<file path="src/rtl/wdog_pkg.sv">
package wdog_pkg;
  localparam int ADDR_W = 3;
  localparam logic [ADDR_W-1:0] A_PRE1   = 3'd0;
  localparam logic [ADDR_W-1:0] A_PRE2   = 3'd1;
  localparam logic [ADDR_W-1:0] A_UNLOCK = 3'd2;
  localparam logic [ADDR_W-1:0] A_CTRL   = 3'd3;
  localparam logic [ADDR_W-1:0] A_RELOAD = 3'd4;

  localparam logic [7:0] KEY_ARM  = 8'h80;
  localparam logic [7:0] KEY_OPEN = 8'h86;

  localparam int CB_LOCK = 0;
  localparam int CB_EN   = 1;
  localparam int CB_MODE = 2;
  localparam int CTRL_W  = 3;

  typedef enum logic [1:0] {UL_IDLE, UL_ARMED, UL_OPEN} unlockE;
  typedef enum logic [1:0] {ST_IDLE, ST_ONE, ST_TWO, ST_DONE} stageE;

  typedef struct packed {
    logic wrPre1;
    logic wrPre2;
    logic restart;
    logic enable;
    logic freeRun;
  } wdStrobeT;
endpackage

</file>
<file path="src/rtl/wdog_ctrl.sv">
module wdog_ctrl
  import wdog_pkg::*;
#(
  parameter int DW = 16
) (
  input  logic              clk,
  input  logic              rstN,
  input  logic              wrEn,
  input  logic [ADDR_W-1:0] wrAddr,
  input  logic [DW-1:0]     wrData,
  output wdStrobeT          strb
);
  localparam logic [DW-1:0] ARM_W  = DW'(KEY_ARM);
  localparam logic [DW-1:0] OPEN_W = DW'(KEY_OPEN);

  unlockE ulState, ulNext;
  logic [CTRL_W-1:0] ctrlQ;
  logic restartQ;
  logic isProt, protOk, ctrlWrOk, isUnlock;

  assign isUnlock = wrEn && (wrAddr == A_UNLOCK);
  assign isProt   = wrEn && ((wrAddr == A_PRE1) || (wrAddr == A_PRE2) || (wrAddr == A_RELOAD));
  assign protOk   = isProt && (ulState == UL_OPEN);
  assign ctrlWrOk = wrEn && (wrAddr == A_CTRL) && !ctrlQ[CB_LOCK];

  always_comb begin
    ulNext = ulState;
    if (isUnlock) begin
      if (wrData == ARM_W)                                ulNext = UL_ARMED;
      else if (wrData == OPEN_W && ulState == UL_ARMED)   ulNext = UL_OPEN;
      else                                                ulNext = UL_IDLE;
    end else if (wrEn) begin
      ulNext = UL_IDLE;
    end
  end

  always_ff @(posedge clk or negedge rstN) begin
    if (!rstN) begin
      ulState  <= UL_IDLE;
      ctrlQ    <= '0;
      restartQ <= 1'b0;
    end else begin
      ulState  <= ulNext;
      if (ctrlWrOk) ctrlQ <= wrData[CTRL_W-1:0];
      restartQ <= (protOk && wrAddr == A_RELOAD) || (ctrlWrOk && wrData[CB_EN]);
    end
  end

  assign strb.wrPre1  = protOk && (wrAddr == A_PRE1);
  assign strb.wrPre2  = protOk && (wrAddr == A_PRE2);
  assign strb.restart = restartQ;
  assign strb.enable  = ctrlQ[CB_EN];
  assign strb.freeRun = ctrlQ[CB_MODE];

  p_one_shot_r7: assert property (@(posedge clk) disable iff (!rstN)
    protOk |=> (ulState != UL_OPEN));
  p_no_open_skip_r7: assert property (@(posedge clk) disable iff (!rstN)
    (ulState == UL_OPEN) |-> ($past(ulState) == UL_ARMED || $past(ulState) == UL_OPEN));
  p_lock_sticky_r11: assert property (@(posedge clk) disable iff (!rstN)
    ctrlQ[CB_LOCK] |=> ctrlQ[CB_LOCK]);
  p_ctrl_frozen_r11: assert property (@(posedge clk) disable iff (!rstN)
    ctrlQ[CB_LOCK] |=> $stable(ctrlQ));
endmodule

</file>
<file path="src/rtl/wdog_dp.sv">
module wdog_dp
  import wdog_pkg::*;
#(
  parameter int CNT_W = 16
) (
  input  logic             clk,
  input  logic             rstN,
  input  logic             tick,
  input  logic [CNT_W-1:0] wrData,
  input  wdStrobeT         strb,
  output logic             irq,
  output logic             toutN
);
  logic [CNT_W-1:0] pre1Q, pre2Q, cntQ;
  stageE stage;
  logic  atZero;

  assign atZero = (cntQ == '0);

  always_ff @(posedge clk or negedge rstN) begin
    if (!rstN) begin
      pre1Q <= '1;
      pre2Q <= '1;
    end else begin
      if (strb.wrPre1) pre1Q <= wrData;
      if (strb.wrPre2) pre2Q <= wrData;
    end
  end

  always_ff @(posedge clk or negedge rstN) begin
    if (!rstN) begin
      stage <= ST_IDLE;
      cntQ  <= '0;
      irq   <= 1'b0;
      toutN <= 1'b1;
    end else begin
      irq <= 1'b0;
      if (!strb.enable) begin
        stage <= ST_IDLE;
        toutN <= 1'b1;
      end else if (strb.restart) begin
        toutN <= 1'b1;
        if (strb.freeRun) begin
          stage <= ST_TWO;
          cntQ  <= pre2Q;
        end else begin
          stage <= ST_ONE;
          cntQ  <= pre1Q;
        end
      end else if (tick) begin
        unique case (stage)
          ST_ONE: begin
            if (atZero) begin
              irq   <= 1'b1;
              stage <= ST_TWO;
              cntQ  <= pre2Q;
            end else cntQ <= cntQ - 1'b1;
          end
          ST_TWO: begin
            if (atZero) begin
              if (strb.freeRun) begin
                irq  <= 1'b1;
                cntQ <= pre2Q;
              end else begin
                toutN <= 1'b0;
                stage <= ST_DONE;
              end
            end else cntQ <= cntQ - 1'b1;
          end
          default: ;
        endcase
      end
    end
  end

  p_irq_on_tick_r3: assert property (@(posedge clk) disable iff (!rstN)
    irq |-> $past(tick));
  p_tout_fall_wd_r6: assert property (@(posedge clk) disable iff (!rstN)
    $fell(toutN) |-> !strb.freeRun);
  p_tout_hold_r5: assert property (@(posedge clk) disable iff (!rstN)
    (!toutN && strb.enable && !strb.restart) |=> (!toutN && !irq));
  p_quiet_off_r10: assert property (@(posedge clk) disable iff (!rstN)
    !strb.enable |=> (!irq && toutN));
endmodule

</file>
<file path="src/rtl/wdog_top.sv">
module wdog_top
  import wdog_pkg::*;
#(
  parameter int CNT_W = 16
) (
  input  logic             clk,
  input  logic             rstN,
  input  logic             wrEn,
  input  logic [2:0]       wrAddr,
  input  logic [CNT_W-1:0] wrData,
  input  logic             tick,
  output logic             irq,
  output logic             toutN
);
  wdStrobeT strb;

  wdog_ctrl #(.DW(CNT_W)) uCtrl (
    .clk(clk), .rstN(rstN), .wrEn(wrEn), .wrAddr(wrAddr),
    .wrData(wrData), .strb(strb)
  );

  wdog_dp #(.CNT_W(CNT_W)) uDp (
    .clk(clk), .rstN(rstN), .tick(tick), .wrData(wrData),
    .strb(strb), .irq(irq), .toutN(toutN)
  );
endmodule

</file>
<file path="config.mk">
export PLATFORM = sky130hd
export DESIGN_NAME = wdog_top
export DESIGN_NICKNAME = d
export VERILOG_FILES = /design/src/rtl/wdog_pkg.sv /design/src/rtl/wdog_ctrl.sv /design/src/rtl/wdog_dp.sv /design/src/rtl/wdog_top.sv
export SDC_FILE = /design/constraint.sdc
export NUM_CORES = 1
export LEC_CHECK = 0
export ABC_AREA = 1
export BUFFER_PORTS_ARGS = -buffer_cell sky130_fd_sc_hd__buf_2
export CORE_MARGIN = 4
export CORE_UTILIZATION = 40
export CTS_BUF_LIST = sky130_fd_sc_hd__clkbuf_8
export DETAILED_ROUTE_END_ITERATION = 12
export GPL_ROUTABILITY_DRIVEN = 0
export GPL_TIMING_DRIVEN = 0
export PLACE_DENSITY_LB_ADDON = 0.2
export SYNTH_ARGS = -nofsm -noshare
export SYNTH_HDL_FRONTEND = slang
export SYNTH_SLANG_ARGS = --single-unit
</file>
<file path="constraint.sdc">
create_clock -name clk -period 2.8 [get_ports clk]
set_clock_uncertainty 0.05 [all_clocks]
set_input_delay 0.56 -clock clk [delete_from_list [all_inputs] [get_ports clk]]
set_output_delay 0.56 -clock clk [all_outputs]
set_load 0.02 [all_outputs]
</file>
==> metrics.txt, run 1 <==
cell taking the most area after synthesis dfstp_2; setup tns final 0 ps; power density over the cells ~790 mW/mm^2; synthesis warning total 0; nets 548; core footprint just under 0.009 sq mm; clock sink count 58; Starting DRT DRC Count ~190; relative slew slack 51.9%; die outline area 0.0104 sq mm; mean post-synth cell area 7.30 sq um; worst min path class in -> async; vias in the first global route 3105; # Max-Cap Violations 0; Worst Setup EP uDp.cntQ[1]$_DFFE_PN0P_; DR WL/cell 14.3 um; largest net degree at the start of global routing 59; critical path data arrival time 2220 ps; sequential fraction of the synthesis area 42.1%; Overflow after GRT 0; Die W 102 um; postcts setup bufs 0; syn_nets 513; Routed Antenna Nets 0; leakage power 1.93 nW; Setup crit start kind register; total routed wirelength 9040 um; DRT Pass-1 Iters 4; Critical Path RT 2980 ps; Distinct cells, synth 38; r2r startpoint uDp.cntQ[0]$_DFFE_PN0P_; post-DP HPWL 6770 um; worst skew pair latency approximately 350 ps; R2R Setup Slk ~760 ps; CTS H-tree depth 3; PostCTS Resize Cnt 0; hold_ws 208 ps; fillers 924; ratio of cells with drive above 1 in the final layout 19.8%; Max Clk Rate a little under 500 MHz; CP Capture Type register; via count 3176; total global-route track usage 19.0%; Syn Inst Count between 400 and 500; Slew Viols, Final 0; port bufs 24; peak supply drop 0.296 mV; Netlist Area Pre-Place 0.00355 sq mm; clk root buf clkbuf_8; kind of critical path reg -> reg; Via density 5.01; min cycle time layout 2040 ps; CP startpoint uDp.cntQ[0]$_DFFE_PN0P_; worst slew pin tran 721 ps; Synth area leaders dfstp_2 24%, dfrtp_1 18%, nand2_1 16%; num rows 34; CTS tree built; Chip Height 102 um; antenna violations before repair 0; Final Hold Viols 0; DRC 0; #FFs+latches synth 58; CTS buffer count 9; RSZ-0062 raised after global routing false; Synth top area share 24.4%; n_diodes 0; fin crit share 72.9%; reg2reg end uDp.cntQ[1]$_DFFE_PN0P_; worst-path fanout max 10; clock transition at the registers of the reported paths about 80 ps; Clock Tree Buf Depth 2; wire length of the first global-routing pass 15400 um; Worst Reg-to-Reg Cells 11; initial cell density of the core 40.9%; hold-fix buffer count after cts 0; IO Pins 25; Setup violations, final 0; Area Growth Syn to Fin 12.9%; status finished, final reports clean
## power breakdown
part	internal (mW)	switching (mW)	leakage, nW	total [mW]
registers	0.994	0.158	0.640	1.15
logic	0.408	0.795	1.19	1.20
clock network	0.419	0.392	0.102	0.811
## layout make-up
type	count	area, sq um	share of cell area, %
multi-input combinational	343	1710	42.7
inverter	72	273	6.81
clock buffer	9	124	3.09
tap	108	135	3.37
buffer	13	70.1	1.75
clock inverter	7	77.6	1.94
sequential	58	1490	37.3
timing repair buffer	24	123	3.06
## state kept, by name (all words and copies together) (netlist names)
| name | cells |
|---|---|
| uDp.cntQ | 16 |
| uDp.pre1Q | 16 |
| uDp.pre2Q | 16 |
| uCtrl.ctrlQ | 3 |
| uCtrl.ulState | 2 |
| uDp.stage | 2 |
| uCtrl.restartQ | 1 |
| uDp.irq | 1 |
| uDp.toutN | 1 |
## critical path, cell delays in order, from the launching register on
cell,delay (ps)
dfrtp_1,360
inv_1,200
ha_1,290
nand2_1,120
nor2_4,260
nand3_4,160
inv_2,160
nand2_1,70
nand3_1,70
nand2_1,70
nand2_1,60
nand2_1,40
## synthesized netlist by cell type
cell / number
ha_1: 4
buf_6: 2
nand4_1: 20
a22oi_1: 16
nor2_2: 4
nand3_1: 27
nand2_1: 149
dfrtp_1: 25
inv_4: 1
inv_2: 4
buf_2: 2
o21ai_0: 36
a21oi_2: 1
nor2_4: 5
nand2_2: 2
a21o_1: 1
buf_4: 1
dfstp_2: 33
nand4_4: 1
nand3_4: 2
nor2_8: 1
nor4_2: 1
clkinv_1: 1
a21oi_1: 7
inv_1: 66
o21ai_2: 2
a211oi_1: 2
xnor2_1: 1
xor2_1: 1
o21ai_1: 3
buf_1: 1
nor4_1: 2
nor3_1: 2
nor2_1: 49
nand3_2: 1
nand2_4: 1
clkbuf_1: 7
nand3b_1: 2
## per-stage QoR
stage	cells	util (%)	cell area (sq um)	setup WS, ps	total power, mW
floorplan	486	-	3550	1120	2.06
global placement	618	43.8	3800	814	2.34
detailed placement	618	43.8	3800	788	2.35
CTS	634	46.1	4000	752	3.18
global route	634	46.2	4010	552	3.43
finish	634	46.2	4010	760	3.17
## per-layer routing
metal	global-route usage [%]	wire length, um	vias up
met3	3.28	364	10
met5	0	0	-
li1	-	-	1627
met1	26.6	4330	1484
met2	29.7	4220	55
met4	7.06	137	0
## how the worst min path moves through the flow
stage	slack (ps)	cells past startpoint	from	endpoint
2_1_floorplan	210	0	rstN	uCtrl.ctrlQ[0]$_DFFE_PN0P_
3_3_place_gp	390	1	uCtrl.ctrlQ[0]$_DFFE_PN0P_	uCtrl.ctrlQ[0]$_DFFE_PN0P_
3_5_place_dp	410	2	uDp.toutN$_DFFE_PN1P_	uDp.toutN$_DFFE_PN1P_
4_1_cts	380	2	wrEn	uCtrl.ulState[1]$_DFFE_PN0P_
5_1_grt	280	1	rstN	uDp.cntQ[11]$_DFFE_PN0P_
6_report	210	1	rstN	uDp.cntQ[14]$_DFFE_PN0P_
## cell usage in the layout (no fill, tap or decap), types with 2 or more instances in the layout
cell type,n
a211oi_1,2
a21oi_1,7
a22oi_1,16
buf_2,25
buf_4,2
buf_6,2
clkbuf_1,7
clkbuf_8,9
clkinv_4,2
dfrtp_1,25
dfstp_2,33
ha_1,4
inv_1,66
inv_2,4
inv_4,2
nand2_1,149
nand2_2,2
nand3_1,27
nand3_4,2
nand3b_1,2
nand4_1,20
nor2_1,49
nor2_2,4
nor2_4,5
nor3_1,2
nor4_1,2
o21ai_0,36
o21ai_1,3
o21ai_2,2
## logic make-up after synthesis
group | after synthesis | synth area share (%)
compound gates | 68 | 11.3
xor+xnor | 2 | 0.494
fa+ha+maj | 4 | 1.41
buf+inv | 85 | 9.66
flops | 58 | 42.1
simple gates | 269 | 35.1
No activity file was read; power rests on OpenSTA's default activity.
==> inputs of run 2 (changes only) <==
==> constraint.sdc (replaced) <==
create_clock -name clk -period 2.15 [get_ports clk]
set_clock_uncertainty 0.05 [all_clocks]
set_input_delay 0.43 -clock clk [delete_from_list [all_inputs] [get_ports clk]]
set_output_delay 0.43 -clock clk [all_outputs]
set_load 0.02 [all_outputs]
==> run 2 against run 1 <==
Sequential power up 30%. Die area unchanged. Critical path depth did not move. Worst setup slack got worse by 550 ps. Global-route usage did not move. Combinational power rose by 32%. Count of clock-buffer cells in the layout did not move. Clock power rose by 31%. Power rose by 31%. Register-to-register slack worse by 550 ps. Critical endpoint unchanged. Largest cell class unchanged.
==> metrics.txt, run 2 (synthesis gave the netlist of run 1 again) <==
status finished, final reports clean; setup tns final 0 ps; worst skew pair latency 350 ps; CTS H-tree depth 3; num rows 34; CTS buffer count 9; CP Capture Type register; Via density 5.04; CTS tree built; core footprint 0.00868 sq mm; kind of critical path reg -> reg; R2R Setup Slk approximately 200 ps; peak supply drop 0.386 mV; relative slew slack just over 50%; Clock Tree Buf Depth 2; largest registers uDp.cntQ: 16 flops, uDp.pre1Q: 16 flops, uDp.pre2Q: 16 flops; via count around 3200; worst min path class in -> async; total routed wirelength 9110 um; ratio of cells with drive above 1 in the final layout 20.4%; vias in the first global route 3105; min cycle time layout 1950 ps; Overflow after GRT 0; final instance area 0.00403 sq mm; worst slew pin tran ~740 ps; antenna violations before repair 0; commonest non-fill, non-tap cell in the layout nand2_1; leakage power 1.94 nW; IO Pins 25; Starting DRT DRC Count around 190; Place WS 138 ps; post-DP HPWL 6770 um; fin crit share 90.5%; Critical Path RT 2330 ps; # Max-Cap Violations 0; largest net degree at the start of global routing 59; initial cell density of the core 40.9%; Area Growth Syn to Fin 13.7%; Max Clk Rate 514 MHz; critical path data arrival time 2130 ps; fin worst setup slack 205 ps; hold_ws ~90 ps; clock sink count between 50 and 60; Non-Filler Instances 637; n_diodes 0; Slew Viols, Final 0; DRT Pass-1 Iters 5; post-placement cell count 618; port bufs 24; Setup violations, final 0; clk root buf clkbuf_8; worst-path fanout max 7; Placed Instance Area 0.00380 sq mm; die outline area 0.0104 sq mm; Routed Antenna Nets 0; clock transition at the registers of the reported paths 80 ps; total global-route track usage 19.0%; wire length of the first global-routing pass approximately 15000 um; Chip Height between 100 and 150 um; DR WL/cell 14.3 um; Setup crit start kind register; Die W 102 um; power density over the cells about 1000 mW/mm^2; Final Hold Viols 0; most frequent cells in the layout 149 x nand2_1, 66 x inv_1, 49 x nor2_1, 36 x o21ai_0, 33 x dfstp_2; DRC 0; nets approximately 550; RSZ-0062 raised after global routing false
==> run 2: cell count changes in the layout (fill, tap and decap cells not counted), sizes merged <==
cell | previous run | this run
buf | 30 | 33
==> run 2: final timing paths <==
check                                        startpoint                           end  cells after the start
worst max-delay path            uDp.cntQ[0]$_DFFE_PN0P_       uDp.cntQ[1]$_DFFE_PN0P_                     11
worst min-delay path                               rstN      uDp.cntQ[15]$_DFFE_PN0P_                      1
worst max register to register  uDp.cntQ[0]$_DFFE_PN0P_       uDp.cntQ[1]$_DFFE_PN0P_                     11
worst min register to register    uDp.toutN$_DFFE_PN1P_         uDp.toutN$_DFFE_PN1P_                      2
max in group asynchronous                          rstN    uCtrl.ctrlQ[0]$_DFFE_PN0P_                      1
min in group clk                                   wrEn  uCtrl.ulState[1]$_DFFE_PN0P_                      2
==> run 2: routing by layer <==
layer  global-route usage, %  routed length (um)  up-vias
li1                        -                   -     1636
met1                    26.6                4380     1486
met2                    29.7                4190       75
met3                    3.28                 368       15
met4                    7.06                 172        0
met5                       0                   0        -
==> run 2: critical path, cell delays in order, from the launching register on <==
cell	delay (ps)
dfrtp_1	360
inv_1	200
ha_1	290
nand2_1	120
nor2_4	180
nand3_4	150
inv_2	160
nand2_1	70
nand3_1	70
nand2_1	70
nand2_1	60
nand2_1	40
==> run 2: cell type report <==
cell class | instances | area, sq um
flip-flops and latches | 58 | 1490
clock inverters | 7 | 77.6
repair buffers | 27 | 145
well taps | 108 | 135
plain buffers | 13 | 70.1
clock buffers | 9 | 124
multi-input cells | 343 | 1720
fillers | 918 | 4640
inverters | 72 | 273
==> run 2: what timing repair did <==
| item | CTS | global route |
|---|---|---|
| resized for setup | 0 | 1 |
| endpoints found under the setup margin | 0 | 9 |
| setup buffers | 0 | 3 |
| hold buffers | 0 | 0 |
==> run 2: per-stage QoR <==
| stage | power, mW | utilization [%] |
|---|---|---|
| after global placement | 3.04 | 43.8 |
| after floorplan | 2.68 | - |
| final | 4.14 | 46.5 |
| after global routing | 4.47 | 46.5 |
| after CTS | 4.14 | 46.1 |
| after detailed placement | 3.06 | 43.8 |
==> run 2: power breakdown <==
| group | internal (mW) | leakage (nW) | switching [mW] |
|---|---|---|---|
| registers | 1.29 | 0.640 | 0.207 |
| clock network | 0.545 | 0.102 | 0.512 |
| logic | 0.535 | 1.20 | 1.04 |
==> inputs of run 3 (changes only) <==
--- a/config.mk
+++ b/config.mk
@@ -8,7 +8,7 @@
 export ABC_AREA = 1
 export BUFFER_PORTS_ARGS = -buffer_cell sky130_fd_sc_hd__buf_2
 export CORE_MARGIN = 4
-export CORE_UTILIZATION = 40
+export CORE_UTILIZATION = 60
 export CTS_BUF_LIST = sky130_fd_sc_hd__clkbuf_8
 export DETAILED_ROUTE_END_ITERATION = 12
 export GPL_ROUTABILITY_DRIVEN = 0
==> run 3 against run 2 <==
Worst setup slack worse by 28 ps. Power up 2.4%. Worst hold slack got worse by 7.5 ps. Non-clock buffer count shrank 3. First-iteration DRC count increased by 70%. Register-to-register slack worse by 30 ps.
==> metrics.txt, run 3 (synthesis gave the netlist of run 1 again) <==
largest registers uDp.cntQ: 16 flops, uDp.pre1Q: 16 flops, uDp.pre2Q: 16 flops; critical path data arrival time between 2000 and 2500 ps; largest net degree at the start of global routing 59; kind of critical path reg -> reg; n_diodes 0; CTS buffer count 9; wire length of the first global-routing pass approximately 15000 um; relative slew slack between 50% and 60%; worst slew pin tran 717 ps; Via density 5.44; Sequential Area 0.00149 sq mm; worst-path fanout max 10; Worst path slowest cell dfrtp_1; core footprint 0.00561 sq mm; Top delay family on crit path simple AND/OR/NAND/NOR gates; DRC 0; most frequent cells in the layout 149 x nand2_1, 67 x inv_1, 49 x nor2_1, 36 x o21ai_0, 33 x dfstp_2; num rows 27; status finished, final reports clean; Final Hold Viols 0; area of the multi-input gates 0.00171 sq mm; power density over the cells approximately 1100 mW/mm^2; Overflow after GRT 0; CTS H-tree depth 3; Die W approximately 85 um; clock transition at the registers of the reported paths 70 ps; worst min path class in -> async; port bufs 24; via count 3256; commonest non-fill, non-tap cell in the layout nand2_1; hold-fix buffer count after cts 0; peak supply drop 0.726 mV; Starting DRT DRC Count around 330; nets 548; crit path cell chain inv_1 > ha_2 > nand2_1 > nor2_4 > nand3_4 > inv_2 > nand2_1 > nand3_1 > nand2_1 > nand2_1 > nand2_1; Critical Path Most Common Cell nand2_1; Max Clk Rate 507 MHz; Util after Layout 71.2%; setup tns final 0 ps; fin worst setup slack roughly 180 ps; die outline area 0.00721 sq mm; clock sink count 58; Slew Viols, Final 0; total global-route track usage 25.3%; # Max-Cap Violations 0; clk root buf clkbuf_8; IO Pins 25; Setup violations, final 0; vias in the first global route 3173; Chip Height around 85 um; post-DP HPWL 6360 um; initial cell density of the core 63.3%; CP Capture Type register; DRT Pass-1 Iters 5; CP Buf/Inv Count 2; Clock Tree Buf Depth 2; Critical Path RT 2330 ps; Place WS 161 ps; fin crit share 91.8%; ratio of cells with drive above 1 in the final layout 19.8%; Routed Antenna Nets 0; Setup crit start kind register; antenna violations before repair 0; worst skew pair latency 340 ps; leakage power 1.94 nW; total routed wirelength 8520 um; RSZ-0062 raised after global routing false; Crit path largest cell delay 370 ps; Area Growth Syn to Fin 12.5%; DR WL/cell 14.2 um; CTS tree built; fillers 466; min cycle time layout 1970 ps
-- run 3: final cells by class --
| type | count | share of cell area (%) |
|---|---|---|
| clock buffer | 11 | 3.79 |
| clock inverter | 5 | 1.94 |
| buffer | 13 | 1.76 |
| inverter | 72 | 6.83 |
| multi-input combinational | 343 | 42.9 |
| tap | 72 | 2.26 |
| timing repair buffer | 24 | 3.07 |
| sequential | 58 | 37.4 |
-- run 3: per-stage QoR --
stage / instances / cell area [sq um] / hold WS, ps / power (mW)
2_1_floorplan: 486 / 3550 / 84.4 / 2.68
3_3_place_gp: 582 / 3760 / 391 / 3.00
3_5_place_dp: 582 / 3760 / 400 / 3.04
4_1_cts: 598 / 3990 / 253 / 4.21
5_1_grt: 598 / 3990 / 139 / 4.54
6_report: 598 / 3990 / 83.3 / 4.24
-- run 3: what timing repair did --
action                     4_1_cts  5_1_grt
setup endpoints to repair        0        4
gates resized for setup          0        1
buffers inserted                 0        0
-- run 3: final timing paths --
path / startpoint / endpoint / slack (ps) / depth (start not counted)
setup / recovery: uDp.cntQ[0]$_DFFE_PN0P_ / uDp.cntQ[2]$_DFFE_PN0P_ / 180 / 11
hold reg to reg: uDp.toutN$_DFFE_PN1P_ / uDp.toutN$_DFFE_PN1P_ / 410 / 2
min in group clk: wrData[0] / uCtrl.ctrlQ[0]$_DFFE_PN0P_ / 260 / 2
setup reg to reg: uDp.cntQ[0]$_DFFE_PN0P_ / uDp.cntQ[2]$_DFFE_PN0P_ / 180 / 11
max in group asynchronous: rstN / uDp.cntQ[10]$_DFFE_PN0P_ / 1480 / 1
hold / removal: rstN / uDp.cntQ[4]$_DFFE_PN0P_ / 80 / 1
-- run 3: report_power, final --
group	total [mW]	internal [mW]	leakage [nW]	switching (mW)
Combinational	1.56	0.534	1.19	1.03
Clock	1.17	0.712	0.117	0.457
Sequential	1.50	1.30	0.640	0.205
-- run 3: layer usage --
| layer | vias up | wire length [um] | global-route usage [%] | share of wire, % |
|---|---|---|---|---|
| met1 | 1485 | 3840 | 33.5 | 45 |
| met4 | 0 | 214 | 12.7 | 2.5 |
| met5 | - | 0 | 0 | 0 |
| li1 | 1631 | - | - | - |
| met3 | 23 | 545 | 4.37 | 6.4 |
| met2 | 117 | 3930 | 40.3 | 46 |
